**src/rtl/gpx_pkg.sv**
```systemverilog
package gpx_pkg;
  localparam int REG_W      = 8;
  localparam int PTR_W      = 4;
  localparam int DEV_ADDR_W = 3;
  localparam int NUM_REGS   = 11;
  localparam logic [PTR_W-1:0] LAST_REG = PTR_W'(NUM_REGS - 1);

  localparam logic [PTR_W-1:0] ADR_DIR   = 4'h0;
  localparam logic [PTR_W-1:0] ADR_POL   = 4'h1;
  localparam logic [PTR_W-1:0] ADR_IEN   = 4'h2;
  localparam logic [PTR_W-1:0] ADR_CMP   = 4'h3;
  localparam logic [PTR_W-1:0] ADR_IMODE = 4'h4;
  localparam logic [PTR_W-1:0] ADR_CFG   = 4'h5;
  localparam logic [PTR_W-1:0] ADR_PULL  = 4'h6;
  localparam logic [PTR_W-1:0] ADR_FLAG  = 4'h7;
  localparam logic [PTR_W-1:0] ADR_CAP   = 4'h8;
  localparam logic [PTR_W-1:0] ADR_PORT  = 4'h9;
  localparam logic [PTR_W-1:0] ADR_LATCH = 4'hA;

  localparam int CFG_SEQ_BIT   = 5;
  localparam int CFG_HADDR_BIT = 3;
  localparam logic [3:0] CMD_OPCODE = 4'b0100;

  typedef enum logic [1:0] {
    PH_CMD,
    PH_ADDR,
    PH_DATA,
    PH_SKIP
  } phase_t;

  typedef struct packed {
    logic             wrStb;
    logic [PTR_W-1:0] wrAddr;
    logic [REG_W-1:0] wrData;
    logic [PTR_W-1:0] rdAddr;
  } ctrlStrobe_t;
endpackage

```
**src/rtl/gpx_sync.sv**
```systemverilog
module gpx_sync #(
  parameter int W = 1,
  parameter int STAGES = 2,
  parameter logic [W-1:0] RST_VAL = '0
) (
  input  logic         clk,
  input  logic         rstN,
  input  logic [W-1:0] d,
  output logic [W-1:0] q
);
  logic [W-1:0] pipe [STAGES];

  always_ff @(posedge clk) begin
    if (!rstN) begin
      for (int i = 0; i < STAGES; i++) pipe[i] <= RST_VAL;
    end else begin
      pipe[0] <= d;
      for (int i = 1; i < STAGES; i++) pipe[i] <= pipe[i-1];
    end
  end

  assign q = pipe[STAGES-1];
endmodule

```
**src/rtl/gpx_spi_ctrl.sv**
```systemverilog
module gpx_spi_ctrl
  import gpx_pkg::*;
#(
  parameter int SYNC_STAGES = 2
) (
  input  logic                  clk,
  input  logic                  rstN,
  input  logic                  csn,
  input  logic                  sclk,
  input  logic                  mosi,
  input  logic [DEV_ADDR_W-1:0] strapAddr,
  input  logic                  seqDisable,
  input  logic                  hwAddrEn,
  input  logic [REG_W-1:0]      rdData,
  output ctrlStrobe_t           strb,
  output logic                  misoOut,
  output logic                  misoOe,
  output logic                  csActive
);
  localparam int BIT_W = $clog2(REG_W);

  logic [2:0] lineSync;
  logic csnS, sclkS, mosiS, sclkPrev;
  logic sclkRise, sclkFall, byteDone, cmdMatch, loadPending, isRead;
  logic [BIT_W-1:0] bitCnt;
  logic [REG_W-1:0] shiftIn, byteVal, txShift;
  logic [PTR_W-1:0] ptr;
  phase_t phase;

  gpx_sync #(.W(3), .STAGES(SYNC_STAGES), .RST_VAL(3'b100)) u_lineSync (
    .clk (clk),
    .rstN(rstN),
    .d   ({csn, sclk, mosi}),
    .q   (lineSync)
  );

  assign csnS     = lineSync[2];
  assign sclkS    = lineSync[1];
  assign mosiS    = lineSync[0];
  assign csActive = !csnS;
  assign sclkRise = sclkS && !sclkPrev;
  assign sclkFall = !sclkS && sclkPrev;
  assign byteVal  = {shiftIn[REG_W-2:0], mosiS};
  assign byteDone = csActive && sclkRise && (bitCnt == BIT_W'(REG_W - 1));
  assign cmdMatch = (byteVal[REG_W-1 -: 4] == CMD_OPCODE) &&
                    (!hwAddrEn || (byteVal[DEV_ADDR_W:1] == strapAddr));

  function automatic logic [PTR_W-1:0] stepPtr(logic [PTR_W-1:0] p, logic hold);
    if (hold) return p;
    if (p >= LAST_REG) return '0;
    return p + 1'b1;
  endfunction

  always_ff @(posedge clk) begin
    if (!rstN) begin
      sclkPrev <= 1'b0;
    end else begin
      sclkPrev <= sclkS;
    end
  end

  always_ff @(posedge clk) begin
    if (!rstN) begin
      bitCnt      <= '0;
      shiftIn     <= '0;
      txShift     <= '0;
      ptr         <= '0;
      phase       <= PH_CMD;
      isRead      <= 1'b0;
      loadPending <= 1'b0;
      misoOe      <= 1'b0;
      strb.wrStb  <= 1'b0;
      strb.wrAddr <= '0;
      strb.wrData <= '0;
    end else if (!csActive) begin
      bitCnt      <= '0;
      phase       <= PH_CMD;
      loadPending <= 1'b0;
      misoOe      <= 1'b0;
      strb.wrStb  <= 1'b0;
    end else begin
      strb.wrStb <= 1'b0;
      if (sclkRise) begin
        shiftIn <= byteVal;
        bitCnt  <= bitCnt + 1'b1;
      end
      if (byteDone) begin
        case (phase)
          PH_CMD: begin
            if (cmdMatch) begin
              phase  <= PH_ADDR;
              isRead <= byteVal[0];
            end else begin
              phase <= PH_SKIP;
            end
          end
          PH_ADDR: begin
            phase       <= PH_DATA;
            ptr         <= byteVal[PTR_W-1:0];
            loadPending <= isRead;
          end
          PH_DATA: begin
            if (isRead) begin
              loadPending <= 1'b1;
            end else begin
              strb.wrStb  <= 1'b1;
              strb.wrAddr <= ptr;
              strb.wrData <= byteVal;
              ptr         <= stepPtr(ptr, seqDisable);
            end
          end
          default: ;
        endcase
      end
      if (loadPending) begin
        txShift     <= rdData;
        ptr         <= stepPtr(ptr, seqDisable);
        misoOe      <= 1'b1;
        loadPending <= 1'b0;
      end else if (sclkFall && (bitCnt != '0) && (phase == PH_DATA)) begin
        txShift <= {txShift[REG_W-2:0], 1'b0};
      end
    end
  end

  assign strb.rdAddr = ptr;
  assign misoOut     = txShift[REG_W-1];
endmodule

```
**src/rtl/gpx_regfile.sv**
```systemverilog
module gpx_regfile
  import gpx_pkg::*;
(
  input  logic             clk,
  input  logic             rstN,
  input  ctrlStrobe_t      strb,
  input  logic [REG_W-1:0] pinSync,
  input  logic [REG_W-1:0] irqFlags,
  input  logic [REG_W-1:0] irqCapture,
  output logic [REG_W-1:0] rdData,
  output logic [REG_W-1:0] padOut,
  output logic [REG_W-1:0] padOe,
  output logic [REG_W-1:0] padPullEn,
  output logic [REG_W-1:0] irqEnable,
  output logic [REG_W-1:0] irqCompare,
  output logic [REG_W-1:0] irqMode,
  output logic             seqDisable,
  output logic             hwAddrEn
);
  logic [REG_W-1:0] dirReg, polReg, ienReg, cmpReg, imodeReg, cfgReg, pullReg, latReg;

  always_ff @(posedge clk) begin
    if (!rstN) begin
      dirReg   <= '1;
      polReg   <= '0;
      ienReg   <= '0;
      cmpReg   <= '0;
      imodeReg <= '0;
      cfgReg   <= '0;
      pullReg  <= '0;
      latReg   <= '0;
    end else if (strb.wrStb) begin
      case (strb.wrAddr)
        ADR_DIR:   dirReg   <= strb.wrData;
        ADR_POL:   polReg   <= strb.wrData;
        ADR_IEN:   ienReg   <= strb.wrData;
        ADR_CMP:   cmpReg   <= strb.wrData;
        ADR_IMODE: imodeReg <= strb.wrData;
        ADR_CFG:   cfgReg   <= strb.wrData;
        ADR_PULL:  pullReg  <= strb.wrData;
        ADR_PORT:  latReg   <= strb.wrData;
        ADR_LATCH: latReg   <= strb.wrData;
        default: ;
      endcase
    end
  end

  always_comb begin
    case (strb.rdAddr)
      ADR_DIR:   rdData = dirReg;
      ADR_POL:   rdData = polReg;
      ADR_IEN:   rdData = ienReg;
      ADR_CMP:   rdData = cmpReg;
      ADR_IMODE: rdData = imodeReg;
      ADR_CFG:   rdData = cfgReg;
      ADR_PULL:  rdData = pullReg;
      ADR_FLAG:  rdData = irqFlags;
      ADR_CAP:   rdData = irqCapture;
      ADR_PORT:  rdData = pinSync ^ polReg;
      ADR_LATCH: rdData = latReg;
      default:   rdData = '0;
    endcase
  end

  assign padOut     = latReg;
  assign padOe      = ~dirReg;
  assign padPullEn  = pullReg;
  assign irqEnable  = ienReg;
  assign irqCompare = cmpReg;
  assign irqMode    = imodeReg;
  assign seqDisable = cfgReg[CFG_SEQ_BIT];
  assign hwAddrEn   = cfgReg[CFG_HADDR_BIT];
endmodule

```
**src/rtl/gpx_spi_top.sv**
```systemverilog
module gpx_spi_top
  import gpx_pkg::*;
#(
  parameter int SYNC_STAGES = 2
) (
  input  logic                  clk,
  input  logic                  rstN,
  input  logic                  csn,
  input  logic                  sclk,
  input  logic                  mosi,
  output logic                  misoOut,
  output logic                  misoOe,
  input  logic [DEV_ADDR_W-1:0] strapAddr,
  input  logic [REG_W-1:0]      pinIn,
  output logic [REG_W-1:0]      padOut,
  output logic [REG_W-1:0]      padOe,
  output logic [REG_W-1:0]      padPullEn,
  input  logic [REG_W-1:0]      irqFlags,
  input  logic [REG_W-1:0]      irqCapture,
  output logic [REG_W-1:0]      irqEnable,
  output logic [REG_W-1:0]      irqCompare,
  output logic [REG_W-1:0]      irqMode
);
  ctrlStrobe_t      strb;
  logic [REG_W-1:0] rdData, pinSync;
  logic             seqDisable, hwAddrEn, csActive;

  gpx_sync #(.W(REG_W), .STAGES(SYNC_STAGES), .RST_VAL('0)) u_pinSync (
    .clk (clk),
    .rstN(rstN),
    .d   (pinIn),
    .q   (pinSync)
  );

  gpx_spi_ctrl #(.SYNC_STAGES(SYNC_STAGES)) u_ctrl (
    .clk       (clk),
    .rstN      (rstN),
    .csn       (csn),
    .sclk      (sclk),
    .mosi      (mosi),
    .strapAddr (strapAddr),
    .seqDisable(seqDisable),
    .hwAddrEn  (hwAddrEn),
    .rdData    (rdData),
    .strb      (strb),
    .misoOut   (misoOut),
    .misoOe    (misoOe),
    .csActive  (csActive)
  );

  gpx_regfile u_regs (
    .clk       (clk),
    .rstN      (rstN),
    .strb      (strb),
    .pinSync   (pinSync),
    .irqFlags  (irqFlags),
    .irqCapture(irqCapture),
    .rdData    (rdData),
    .padOut    (padOut),
    .padOe     (padOe),
    .padPullEn (padPullEn),
    .irqEnable (irqEnable),
    .irqCompare(irqCompare),
    .irqMode   (irqMode),
    .seqDisable(seqDisable),
    .hwAddrEn  (hwAddrEn)
  );
endmodule

```
**config.mk**
```make
export PLATFORM = sky130hd
export DESIGN_NAME = gpx_spi_top
export DESIGN_NICKNAME = d
export VERILOG_FILES = /design/src/rtl/gpx_pkg.sv /design/src/rtl/gpx_sync.sv /design/src/rtl/gpx_spi_ctrl.sv /design/src/rtl/gpx_regfile.sv /design/src/rtl/gpx_spi_top.sv
export SDC_FILE = /design/constraint.sdc
export NUM_CORES = 1
export LEC_CHECK = 0
export BUFFER_PORTS_ARGS = -buffer_cell sky130_fd_sc_hd__buf_2
export CAP_MARGIN = 20
export CORE_UTILIZATION = 57
export CTS_CLUSTER_DIAMETER = 60
export DETAILED_ROUTE_END_ITERATION = 12
export GPL_ROUTABILITY_DRIVEN = 0
export PLACE_DENSITY = 0.77
export SYNTH_ARGS = -nofsm -noshare
export SYNTH_HDL_FRONTEND = slang
export SYNTH_SLANG_ARGS = --single-unit
```
**constraint.sdc**
```tcl
create_clock -name clk -period 2.1 [get_ports clk]
set_input_delay 0.105 -clock clk [delete_from_list [all_inputs] [get_ports clk]]
set_output_delay 0.105 -clock clk [all_outputs]
set_load 0.01 [all_outputs]
```
Word level (Yosys, flattened, before mapping)
Memories as Yosys holds them, arrays and structs flattened.
Index checks and enable logic that the tools add are counted.
{ "totals": {"ff_bits": 105, "ram_bits": 22, "in_bits": 32, "output_inout_bits": 50, "elab_cells": 142, "n_memories": 2} }
{ "memory_table": {"columns": ["name", "depth", "width", "read_ports", "rd_ports_with_merged_regs", "write_ports", "line_no", "rtl"], "rows": [
  ["u_pinSync.pipe", 2, 8, 2, 0, 2, "gpx_sync.sv:11", "logic [W-1:0] pipe [STAGES];"],
  ["u_ctrl.u_lineSync.pipe", 2, 3, 2, 0, 2, "gpx_sync.sv:11", null]
]} }
{ "classes": {"add_sub_neg": 2, "n_lt_le_gt_ge": 1, "eq_ne": 24, "n_mux": 44, "bitwise_logic": 11, "n_reduce_logical": 38} }
{ "op_table": {"columns": ["op", "count"], "rows": [
  ["case mux 8 bit (11 select lines)", 1],
  ["two-way mux 4 bit", 9],
  ["== test 4 x 3 -> 1 bit (second input constant)", 8],
  ["two-way mux 8 bit", 4],
  ["two-way mux 1 bit", 23],
  ["AND reduction 2 bit", 11],
  ["== test 4 bit (second input constant)", 5],
  ["== test 4 x 2 -> 1 bit (second input constant)", 4],
  ["two-way mux 13 bit", 1],
  ["AND reduction 4 bit", 3],
  ["== test 4 x 1 -> 1 bit (second input constant)", 2],
  ["logical NOT 4 bit", 2],
  ["inverter 8 bit", 1],
  ["case mux 4 bit (2 select lines)", 1],
  ["OR reduction 4 bit", 2],
  ["bitwise XOR 8 bit", 1],
  ["logical AND 1 bit", 7],
  ["two-way mux 3 bit", 2],
  ["nonzero test 2 bit", 3],
  ["nonzero test 3 bit", 2],
  ["inverter 1 bit", 5],
  ["adder 4 x 1 -> 4 bit (second input constant)", 1],
  ["greater-or-equal comparator 4 bit (second input constant)", 1],
  ["logical NOT 1 bit", 4],
  ["other kinds (13)", 17]
]} }

Longest topological paths before layout
Gate-level depths: netlist of run 1.
{ "logic_depth": {"depth_word": 19, "depth_mapped": 8, "depth_no_buf": 6} }

By module
From an unflattened synthesis of run 1, not the netlist that was laid out.
{ "unflattened": {"cells_unflattened": 637, "hier_area_um2": 6070.8} }
{ "modules_own_cells": {"columns": ["module", "n_inst", "cells_each", "area_per_inst_um2", "seq_area_each_um2"], "rows": [
  ["gpx_regfile", 1, 370, 3459.6, 1281.2],
  ["gpx_spi_ctrl", 1, 211, 1924.3, 820.8],
  ["gpx_sync at u_pinSync", 1, 41, 506.7, 320.3],
  ["gpx_sync at u_ctrl.u_lineSync", 1, 15, 180.2, 120.1]
]} }

Worst setup path before layout of run 1
OpenSTA, ideal clock, no wires.
{ "synth_path": {"path_type": "reg-to-reg", "startpoint": "register u_ctrl.ptr[0]", "endpoint": "register u_ctrl.txShift[1]", "setup_time_ns": 0.129, "arrival_time_ns": 1.743, "t_required_ns": 1.971, "setup_slack_ns": 0.228, "path_stages_with_launch": 8, "n_path_buf": 1, "synth_period_minus_slack_ns": 1.872, "cell_sequence": "dfxtp_1 inv_1 ha_1 buf_6 a222oi_1 o22ai_1 a2111oi_0 nor2_1"} }
{ "synth_between": {"elab_chain_cells": 3, "word_cells_on_any_way": 13, "cone_classes": "eq/ne (10); mux (2); reduce/logical (1)"} }
{ "synth_lines": {"columns": ["element", "line_no", "rtl"], "rows": [
  ["start: declaration", "gpx_spi_ctrl.sv:27", "logic [PTR_W-1:0] ptr;"],
  ["start signal: assignment", "gpx_spi_ctrl.sv:99", "ptr <= byteVal[PTR_W-1:0];"],
  ["start signal: assignment", "gpx_spi_ctrl.sv:109", "ptr <= stepPtr(ptr, seqDisable);"],
  ["start signal: assignment", "gpx_spi_ctrl.sv:117", "ptr <= stepPtr(ptr, seqDisable);"],
  ["== test 4 bit, or another cell as far along", "gpx_regfile.sv:49", "case (strb.rdAddr)"],
  ["case mux 8 bit (11 select lines) (*)", "gpx_regfile.sv:49", null],
  ["two-way mux 8 bit (*)", "gpx_spi_ctrl.sv:115", "if (loadPending) begin"],
  ["end signal: assignment", "gpx_spi_ctrl.sv:116", "txShift <= rdData;"],
  ["end signal: assignment", "gpx_spi_ctrl.sv:121", "txShift <= {txShift[REG_W-2:0], 1'b0};"],
  ["end: declaration", "gpx_spi_ctrl.sv:26", "logic [REG_W-1:0] shiftIn, byteVal, txShift;"]
]} }
Every way passes the cells marked *; elsewhere a longest branch is shown, timed or not.
A chain may end at the register's enable or synchronous reset.

Worst setup path in the final report of run 1
Ends and elaborated chain as after synthesis.

==> results_dict.tcl, run 1 <==
set metrics [dict create \
    min_path_type "primary input to register" \
    cts_sinks 127 \
    ioPinCount 82 \
    crit_path_end_kind "register" \
    drc 0 \
    fmax_mhz 499.3 \
    fin_skew_ns 0.007901 \
    design.core.area_mm2 0.009864 \
    powerDensity_mw_per_mm2 757.1 \
    slew_headroom_pct 56.89 \
    wl_um 16890 \
    p_leak_nw 3.069 \
    crit_type "register to register" \
    run_status "completed" \
    ys_seq_elements 127 \
    yosysWarnings 0 \
    hold_slack_ns 0.09399 \
    ys_async_sr_fraction_pct 0 \
    initial_core_util_pct 59.31 \
    syn_nets 664 \
    placed_cell_area_mm2 0.006439 \
    yosysTopAreaCell "dfxtp_1" \
    die_area_mm2 0.01067 \
    area_delta_synth_final_pct 22.05 \
    grt_pass1_vias 4913 \
    fin_setup_tns_ns 0 \
    synth_cell_types 65 \
    antenna_cells 0 \
    drive_above_1_share_pct 22.25 \
    clock_latency_ns 0.53 \
    cp.arrival_ns 2.41 \
    drt-vias-per-instance 6.174 \
    setup_viol 0 \
    htreeDepth 4 \
    clkTransAtPathRegs_ns 0.06 \
    route.vias.total 5316 \
    synth_edf_count 0 \
    die_height_um 103.3 \
    wl_per_cell_um 19.61 \
    grt_overflow 0 \
    cp_max_fo 28 \
    grt_pass1_wl_um 25900 \
    startpoint_type "register" \
    io_buffer_count 81 \
    cts_buffer_depth 2 \
    synth-seq-area-share_pct 43.46 \
    design_area_mm2 0.007141 \
    cts_made_buffers 17 \
    drt_iter0_drc 583 \
    syn_area_mm2 0.005851 \
    grt_use_total_pct 32.79 \
    firstDrtPassIters 7 \
    grt_max_degree 42 \
    avgSynthCellArea_um2 9.406 \
    synthCells 622 \
    die_x_um 103.3 \
    rsz0062_at_grt "false" \
    cts_tree "built" \
    antenna_found_initial 0 \
    rows 36 \
    clockRootBuffer "clkbuf_8" \
    critical_path_required_ns 2.51 \
    synth.top_cell.area_share_pct 43.46 \
    drv_cap 0 \
    period_share_pct 95.37 \
    post-route-min-period_ns 2.003 \
    hpwl_um 11530 \
    antenna_left 0 \
    ir_worst_vdd_mv 0.5624 \
    yosys-top-cells-area "dfxtp_1 43%, mux2i_1 13%, nor2_1 5.8%" \
    nets 757 \
    finalMaxSlewViolations 0 \
    finalHoldViolations 0 \
    tightest_slew_ns 0.6458 \
    synth-main-ff-cell "dfxtp_1" \
]
==> logic make-up after synthesis <==
group / Yosys count / share of synthesized area [%]
flip-flops: 127 / 43.46
XOR/XNOR: 10 / 1.497
AO/OA/AOI/OAI: 126 / 16.23
multiplexers: 77 / 13.17
AND/OR/NAND/NOR: 201 / 17.94
adder cells (fa/ha/maj): 10 / 2.139
buffers and inverters: 71 / 5.560
==> routing by layer <==
layer	wire, µm	share of wire (%)	global-route usage, %
met1	6727	40	40.72
met2	7932	47	52.67
met3	1567	9.3	8.468
met4	660	3.9	17.01
met5	0	0	0
==> path summary, 6_finish.rpt <==
check	end	from	slack, ns	cells after the start
setup reg to reg	u_ctrl.txShift[1]$_SDFFE_PN0P_	u_ctrl.ptr[0]$_SDFFE_PN0P_	0.1	7
hold reg to reg	u_ctrl.u_lineSync.pipe[0][5]$_SDFF_PN1_	u_ctrl.u_lineSync.pipe[0][2]$_SDFF_PN1_	0.41	1
setup / recovery	u_ctrl.txShift[1]$_SDFFE_PN0P_	u_ctrl.ptr[0]$_SDFFE_PN0P_	0.1	7
hold / removal	u_ctrl.txShift[0]$_SDFFE_PN0P_	irqFlags[0]	0.09	5
==> power breakdown <==
| part | leakage, nW | internal, mW | switching [mW] | total [mW] |
|---|---|---|---|---|
| Clock | 0.271 | 1.61 | 1.22 | 2.83 |
| Combinational | 1.77 | 0.0627 | 0.0742 | 0.137 |
| Sequential | 1.03 | 2.43 | 0.00924 | 2.44 |
==> critical path, stage by stage, from the launching register on <==
cell and delay, ns:
dfxtp_2 0.37, inv_1 0.08, ha_2 0.23, buf_12 0.17, a222oi_1 0.36, o22ai_1 0.14
a2111oi_1 0.44, nor2_1 0.08
==> registers in the layout, indices dropped and copies added, names as in the netlist, 2 cells and up <==
signal,count
u_ctrl.txShift,8
u_ctrl.u_lineSync.pipe,6
u_ctrl.shiftIn,7
u_regs.padOut,8
u_pinSync.pipe,16
u_ctrl.phase,2
u_regs.irqMode,8
u_ctrl.strb,13
u_regs.cfgReg,8
u_ctrl.ptr,4
u_regs.polReg,8
u_ctrl.bitCnt,3
u_regs.irqCompare,8
u_regs.dirReg,8
u_regs.irqEnable,8
u_regs.padPullEn,8
==> final cells by class <==
class	instances	area, µm²
clock buffers	17	414.1
multi-input cells	424	2990
flip-flops and latches	127	2545
clock inverters	15	150.1
repair buffers	124	795.8
inverters	21	78.83
well taps	133	166.4
fillers	706	2724
==> synth_stat cells, types with 4 or more instances <==
cell and n:
dfxtp_1 127, nor2_1 90, mux2i_1 77, nand2_1 32
clkbuf_1 29, a21oi_1 28, and2_1 22, inv_1 20
o21ai_0 15, nand2b_1 14, buf_2 11, a22oi_1 10
ha_1 10, o211ai_1 10, a222oi_1 6, buf_4 6
nor2b_1 6, xnor2_1 6, a22o_1 5, nand3b_1 5
o22ai_1 5, a211oi_1 4, a221oi_1 4, a311oi_1 4
nor3_1 4, nor4_1 4, o221ai_1 4, xor2_1 4
==> through the flow <==
step | util, % | power (mW) | worst slack, ns | cells
4_1_cts | 72.26 | 5.403 | 0.05150 | 860
2_1_floorplan | - | 2.556 | 0.2283 | 622
6_report | 72.39 | 5.406 | 0.09716 | 861
5_1_grt | 72.39 | 5.541 | 0.003104 | 861
3_5_place_dp | 65.27 | 2.610 | 0.06393 | 816
3_3_place_gp | 65.27 | 2.606 | 0.1590 | 816
==> cell usage in the layout (no fill, tap or decap), types with 3 or more instances in the layout <==
cell type | Yosys | layout
o21ai_0 | 15 | 15
ha_1 | 10 | 8
clkinvlp_4 | 0 | 3
nand2_1 | 32 | 32
dfxtp_1 | 127 | 125
xnor2_1 | 6 | 6
a211oi_1 | 4 | 4
nor3_1 | 4 | 4
nor4_1 | 4 | 4
buf_12 | 0 | 3
o221ai_1 | 4 | 4
a32o_1 | 3 | 3
inv_1 | 20 | 20
buf_2 | 11 | 81
a22o_1 | 5 | 5
nand2b_1 | 14 | 14
a311oi_1 | 4 | 4
o22ai_1 | 5 | 5
nor2b_1 | 6 | 6
a21oi_1 | 28 | 28
a22oi_1 | 10 | 10
nand3b_1 | 5 | 5
dlygate4sd3_1 | 0 | 12
o31ai_1 | 3 | 3
o211ai_1 | 10 | 10
a31oi_1 | 3 | 3
mux2i_1 | 77 | 77
xor2_1 | 4 | 4
buf_4 | 6 | 28
and2_1 | 22 | 22
nor2_1 | 90 | 90
inv_6 | 0 | 7
a222oi_1 | 6 | 6
a221oi_1 | 4 | 4
clkbuf_16 | 0 | 16
==> what timing repair did <==
action	4_1_cts	5_1_grt
setup buffers	0	1
endpoints found under the setup margin	2	5
hold buffers	12	0
gates resized for setup	3	3
pin swaps	1	5
endpoints found under the hold margin	12	0
Power figures use the tool's default switching activity.
==> run 2, diff against run 1 <==
Settings changed: CORE_ASPECT_RATIO set to 1.75, REMOVE_ABC_BUFFERS set to 1.
==> run 2 against run 1 <==
Against the previous run: global-route usage is 1.2 points lower; clock-buffer cell count is 1 higher; routed wire length shrank 3.6%; sequential power hardly changed; first-iteration DRC count up 3.8%; core utilization about the same; final cell count is 1.6% lower; sequential share of layout area fell by 0.17 points; clock power rose by 9.9%; critical path type unchanged; largest cell class unchanged; highest routed layer unchanged.
==> results_dict.tcl, run 2 (synthesized netlist as in run 1, its figures left out) <==
set metrics [dict create \
    drc 0 \
    reg2regPathDepth 7 \
    largest_register_ffs 16 \
    fmax_mhz 509.3 \
    worstSetupStartpoint "u_ctrl.ptr[0]$_SDFFE_PN0P_" \
    finalHoldViolations 0 \
    tightest_slew_ns 0.5941 \
    multiInputGateArea_mm2 0.003008 \
    antenna_cells 0 \
    area_delta_synth_final_pct 22.56 \
    hpwl_um 11120 \
    antenna_left 0 \
    crit_path_end_kind "register" \
    cts_tree "built" \
    cp_num_cells 7 \
    drt_iter0_drc 605 \
    die_x_um 78.59 \
    endpoint "u_ctrl.txShift[6]$_SDFFE_PN0P_" \
    design.core.area_mm2 0.009910 \
    grt_pass1_vias 4925 \
    startpoint_type "register" \
    grt_max_degree 81 \
    top_regs "u_pinSync.pipe (16), u_ctrl.strb (13)" \
    io_buffer_count 81 \
    design_area_mm2 0.007171 \
    grt_use_total_pct 31.63 \
    rsz0062_at_grt "true" \
    placed_cell_area_mm2 0.006406 \
    r2r-start "u_ctrl.ptr[0]$_SDFFE_PN0P_" \
    drv_cap 0 \
    cp.arrival_ns 2.24 \
    crit_family "compound AO/OA/AOI/OAI gates" \
    die_area_mm2 0.01069 \
    finalMaxSlewViolations 0 \
    grt_pass1_wl_um 25520 \
    setup_viol 0 \
    hold_slack_ns 0.06972 \
    rows 48 \
    pre_cts_ws_ns 0.07899 \
    clock_latency_ns 0.42 \
    post-route-min-period_ns 1.963 \
    cts_sinks 127 \
    slew_headroom_pct 60.31 \
    critical_path_required_ns 2.38 \
    cts_buffer_depth 2 \
    powerDensity_mw_per_mm2 792.7 \
    period_share_pct 93.49 \
    largest_register "u_pinSync.pipe" \
    cp_cell_sequence "buf_4 > ha_1 > buf_4 > nand3b_1 > o21ai_0 > a2111oi_1 > a211oi_1" \
    min_path_type "primary input to register" \
    final_core_util_pct 72.36 \
    worst_slack_ns 0.1367 \
    crit_top_cell "buf_4" \
    drt-vias-per-instance 6.204 \
    ioPinCount 82 \
    nets 752 \
    mostFrequentLayoutCell "dfxtp_1" \
    clkTransAtPathRegs_ns 0.06 \
    seqCellArea_mm2 0.002544 \
    slowest_delay_ns 0.36 \
    cts_made_buffers 17 \
    firstDrtPassIters 6 \
    wl_um 16280 \
    die_height_um 136.0 \
    ir_worst_vdd_mv 0.9188 \
    nFillCells 746 \
    p_leak_nw 3.080 \
    ff2ff_setup_slack_ns 0.14 \
    critPathBufInv 2 \
    run_status "completed" \
    antenna_found_initial 0 \
    initial_core_util_pct 59.04 \
    mostFrequentLayoutCells "126 x dfxtp_1, 90 x nor2_1, 81 x buf_2" \
    fin_skew_ns 0.008176 \
    clockRootBuffer "clkbuf_16" \
    drive_above_1_share_pct 21.75 \
    critPathSlowestCell "a2111oi_1" \
    route.vias.total 5255 \
    worstReg2RegEnd "u_ctrl.txShift[6]$_SDFFE_PN0P_" \
    crit_type "register to register" \
    cp_max_fo 8 \
    grt_overflow 0 \
    wl_per_cell_um 19.22 \
    htreeDepth 4 \
]
-- run 2: changes by cell type in the layout (fill, tap and decap cells not counted), sizes merged --
cell | previous run | this run
dlygate4sd3 | 12 | 11
buf | 112 | 108
clkbuf | 17 | 18
inv | 30 | 22
clkinvlp | 3 | 2
bufinv | 1 | 4
clkinv | 2 | 6
-- run 2: cell type report --
class / instances / share of cell area, %
clock buffer: 18 / 6.125
sequential: 127 / 35.47
inverter: 21 / 1.099
clock inverter: 13 / 2.635
timing repair buffer: 119 / 10.54
tap: 125 / 2.181
multi-input combinational: 424 / 41.95
-- run 2: worst min path at each step --
stage               from                                       to  slack [ns]  cells after the start
global placement     csn  u_ctrl.u_lineSync.pipe[0][2]$_SDFF_PN1_        0.29                      2
detailed placement   csn  u_ctrl.u_lineSync.pipe[0][2]$_SDFF_PN1_        0.30                      2
floorplan           rstN  u_ctrl.u_lineSync.pipe[0][2]$_SDFF_PN1_        0.18                      1
global route        rstN            u_regs.dirReg[3]$_SDFFE_PN1P_        0.06                      2
finish              rstN            u_regs.dirReg[3]$_SDFFE_PN1P_        0.07                      2
CTS                 rstN            u_regs.dirReg[3]$_SDFFE_PN1P_        0.05                      2
-- run 2: repair_timing --
action	in CTS	in global routing
endpoints found under the setup margin	0	6
hold buffers	11	0
endpoints found under the hold margin	11	0
gates resized for setup	0	7
buffers inserted	0	0
-- run 2: per-stage QoR --
stage	cells	TNS (ns)	power (mW)
CTS	847	0	5.698
detailed placement	805	0	2.611
floorplan	572	-2.470	2.541
global placement	805	0	2.609
global route	847	-0.001024	5.809
finish	847	0	5.684
-- run 2: where the power goes --
group          internal, mW  switching [mW]
Clock                  2.01            1.09
Sequential             2.43         0.00905
Combinational        0.0619          0.0733
Total                  4.51            1.18
-- run 2: layer usage --
metal / wire [µm] / vias to the layer above / GRT usage (%)
met2: 8291 / 264 / 54.40
met5: 0 / - / 0
li1: - / 2387 / -
met1: 6161 / 2541 / 35.13
met3: 1044 / 63 / 6.846
met4: 783 / 0 / 19.14
==> run 3, diff against run 2 <==
Settings changed: CORE_ASPECT_RATIO 1.75 to 0.75.
==> run 3 against run 2 <==
Against the previous run: worst setup slack got worse by 0.038 ns; global-route usage shrank 0.35 points; clock power is 6% lower; worst hold slack gained 0.079 ns; register-to-register slack got worse by 0.04 ns; final cell count rose by 1.9%; sequential share of layout area about the same; clock-buffer cell count up 1; clock skew up 0.00091 ns; routed wire length grew 1.0%; via count down 0.36%; critical path type unchanged.
==> results_dict.tcl, run 3 (synthesized netlist as in run 1, its figures left out) <==
set metrics [dict create \
    reg2regPathDepth 6 \
    largest_register "u_pinSync.pipe" \
    grt_pass1_vias 5033 \
    seqCellArea_mm2 0.002542 \
    mostFrequentLayoutCell "dfxtp_1" \
    critPathSlowestCell "dfxtp_1" \
    ir_worst_vdd_mv 0.5824 \
    top_regs "u_pinSync.pipe (16), u_ctrl.strb (13)" \
    mostFrequentLayoutCells "127 x dfxtp_1, 90 x nor2_1, 81 x buf_2" \
    antenna_cells 0 \
    fmax_mhz 499.8 \
    grt_overflow 0 \
    critical_path_required_ns 2.39 \
    cts_made_buffers 17 \
    largest_register_ffs 16 \
    rows 31 \
    fin_skew_ns 0.009082 \
    min_path_type "primary input to register" \
    cp.arrival_ns 2.29 \
    io_buffer_count 81 \
    grt_use_total_pct 31.29 \
    total_power_mw 5.511 \
    finalHoldViolations 0 \
    antenna_left 0 \
    worst_slack_ns 0.09900 \
    nFillCells 735 \
    grt_max_degree 55 \
    startpoint_type "register" \
    r2r-start "u_ctrl.ptr[1]$_SDFFE_PN0P_" \
    setup_viol 0 \
    drive_above_1_share_pct 22.44 \
    cts_sinks 127 \
    run_status "completed" \
    design.core.area_mm2 0.009813 \
    critPathBufInv 2 \
    cp_cell_sequence "inv_1 > ha_1 > buf_4 > a221o_1 > a222oi_1 > o211ai_1" \
    die_x_um 119.0 \
    period_share_pct 95.29 \
    clock_latency_ns 0.42 \
    p_leak_nw 3.105 \
    drv_cap 0 \
    hold_depth 2 \
    antenna_found_initial 0 \
    clkTransAtPathRegs_ns 0.06 \
    wl_um 16450 \
    nets 760 \
    postCtsSetupBuffers 0 \
    ioPinCount 82 \
    rsz0062_at_grt "false" \
    hpwl_um 11210 \
    cts_buffer_depth 2 \
    drt-vias-per-instance 6.067 \
    drt_iter0_drc 616 \
    crit_family "compound AO/OA/AOI/OAI gates" \
    tightest_slew_ns 0.5676 \
    slew_headroom_pct 62.08 \
    die_area_mm2 0.01068 \
    die_height_um 89.74 \
    post-route-min-period_ns 2.001 \
    htreeDepth 4 \
    initial_core_util_pct 59.62 \
    grt_pass1_wl_um 25820 \
    cp_max_fo 9 \
    route.vias.total 5236 \
    clockRootBuffer "clkbuf_16" \
    crit_path_end_kind "register" \
    worstSetupStartpoint "u_ctrl.ptr[1]$_SDFFE_PN0P_" \
    finalMaxSlewViolations 0 \
    min-delay-start "rstN" \
    slowest_delay_ns 0.40 \
    cp_num_cells 6 \
    drc 0 \
    pre_cts_ws_ns 0.04165 \
    crit_type "register to register" \
    area_delta_synth_final_pct 22.35 \
    powerDensity_mw_per_mm2 769.9 \
    cts_tree "built" \
    wl_per_cell_um 19.06 \
    multiInputGateArea_mm2 0.002992 \
    firstDrtPassIters 6 \
]
[run 3: cell types whose count changed in the layout (fill, tap and decap cells not counted), moves of 2 or more]
cell       delta
bufinv_16     -2
clkinv_2      +3
buf_12        -2
buf_4        +10
inv_6         +2
clkinv_4      -2
[run 3: worst register-to-register path: cells and delay by family (launching register included)]
family	cells	cell delay [ns]
AO/OA/AOI/OAI	3	0.87
flip-flops	1	0.40
buffers and inverters	2	0.31
adder cells (fa/ha/maj)	1	0.29
[run 3: final timing paths]
| kind | end | slack, ns |
|---|---|---|
| max reg2reg | u_ctrl.txShift[7]$_SDFFE_PN0P_ | 0.1 |
| min | u_ctrl.u_lineSync.pipe[0][2]$_SDFF_PN1_ | 0.15 |
| min reg2reg | u_pinSync.pipe[0][11]$_SDFF_PN0_ | 0.43 |
| max | u_ctrl.txShift[7]$_SDFFE_PN0P_ | 0.1 |
[run 3: final cells by class]
type                       count  area share [%]
multi-input combinational    424           41.79
clock inverter                13           1.905
timing repair buffer         127           11.05
sequential                   127           35.52
tap                          132           2.307
clock buffer                  19           6.328
inverter                      21           1.101
[run 3: per-stage QoR]
step | area, µm² | hold slack, ns | TNS (ns) | util (%) | std cells
floorplan | 5604 | 0.1780 | -2.470 | - | 572
CTS | 7149 | 0.1321 | 0 | 72.85 | 863
finish | 7158 | 0.1491 | 0 | 72.94 | 863
global route | 7158 | 0.1974 | 0 | 72.94 | 863
global placement | 6450 | 0.2908 | 0 | 65.73 | 820
detailed placement | 6450 | 0.2965 | 0 | 65.73 | 820
[run 3: timing repair]
action                                  CTS  global route
hold endpoints to repair                 11             0
endpoints found under the setup margin    0             6
hold buffers                             11             0
resized for setup                         0             3
[run 3: power by group]
group / leakage, nW / internal (mW) / total, mW / switching [mW]
sequential: 1.03 / 2.43 / 2.44 / 0.0100
combinational: 1.78 / 0.0604 / 0.135 / 0.0748
clock: 0.294 / 1.81 / 2.93 / 1.12
[run 3: layer usage]
layer / up-vias / global-route usage (%) / wire length (µm)
li1: 2413 / - / -
met1: 2525 / 40.47 / 6979
met2: 266 / 50.82 / 7779
met3: 32 / 7.234 / 1403
met4: 0 / 11.50 / 283
met5: - / 0 / 0
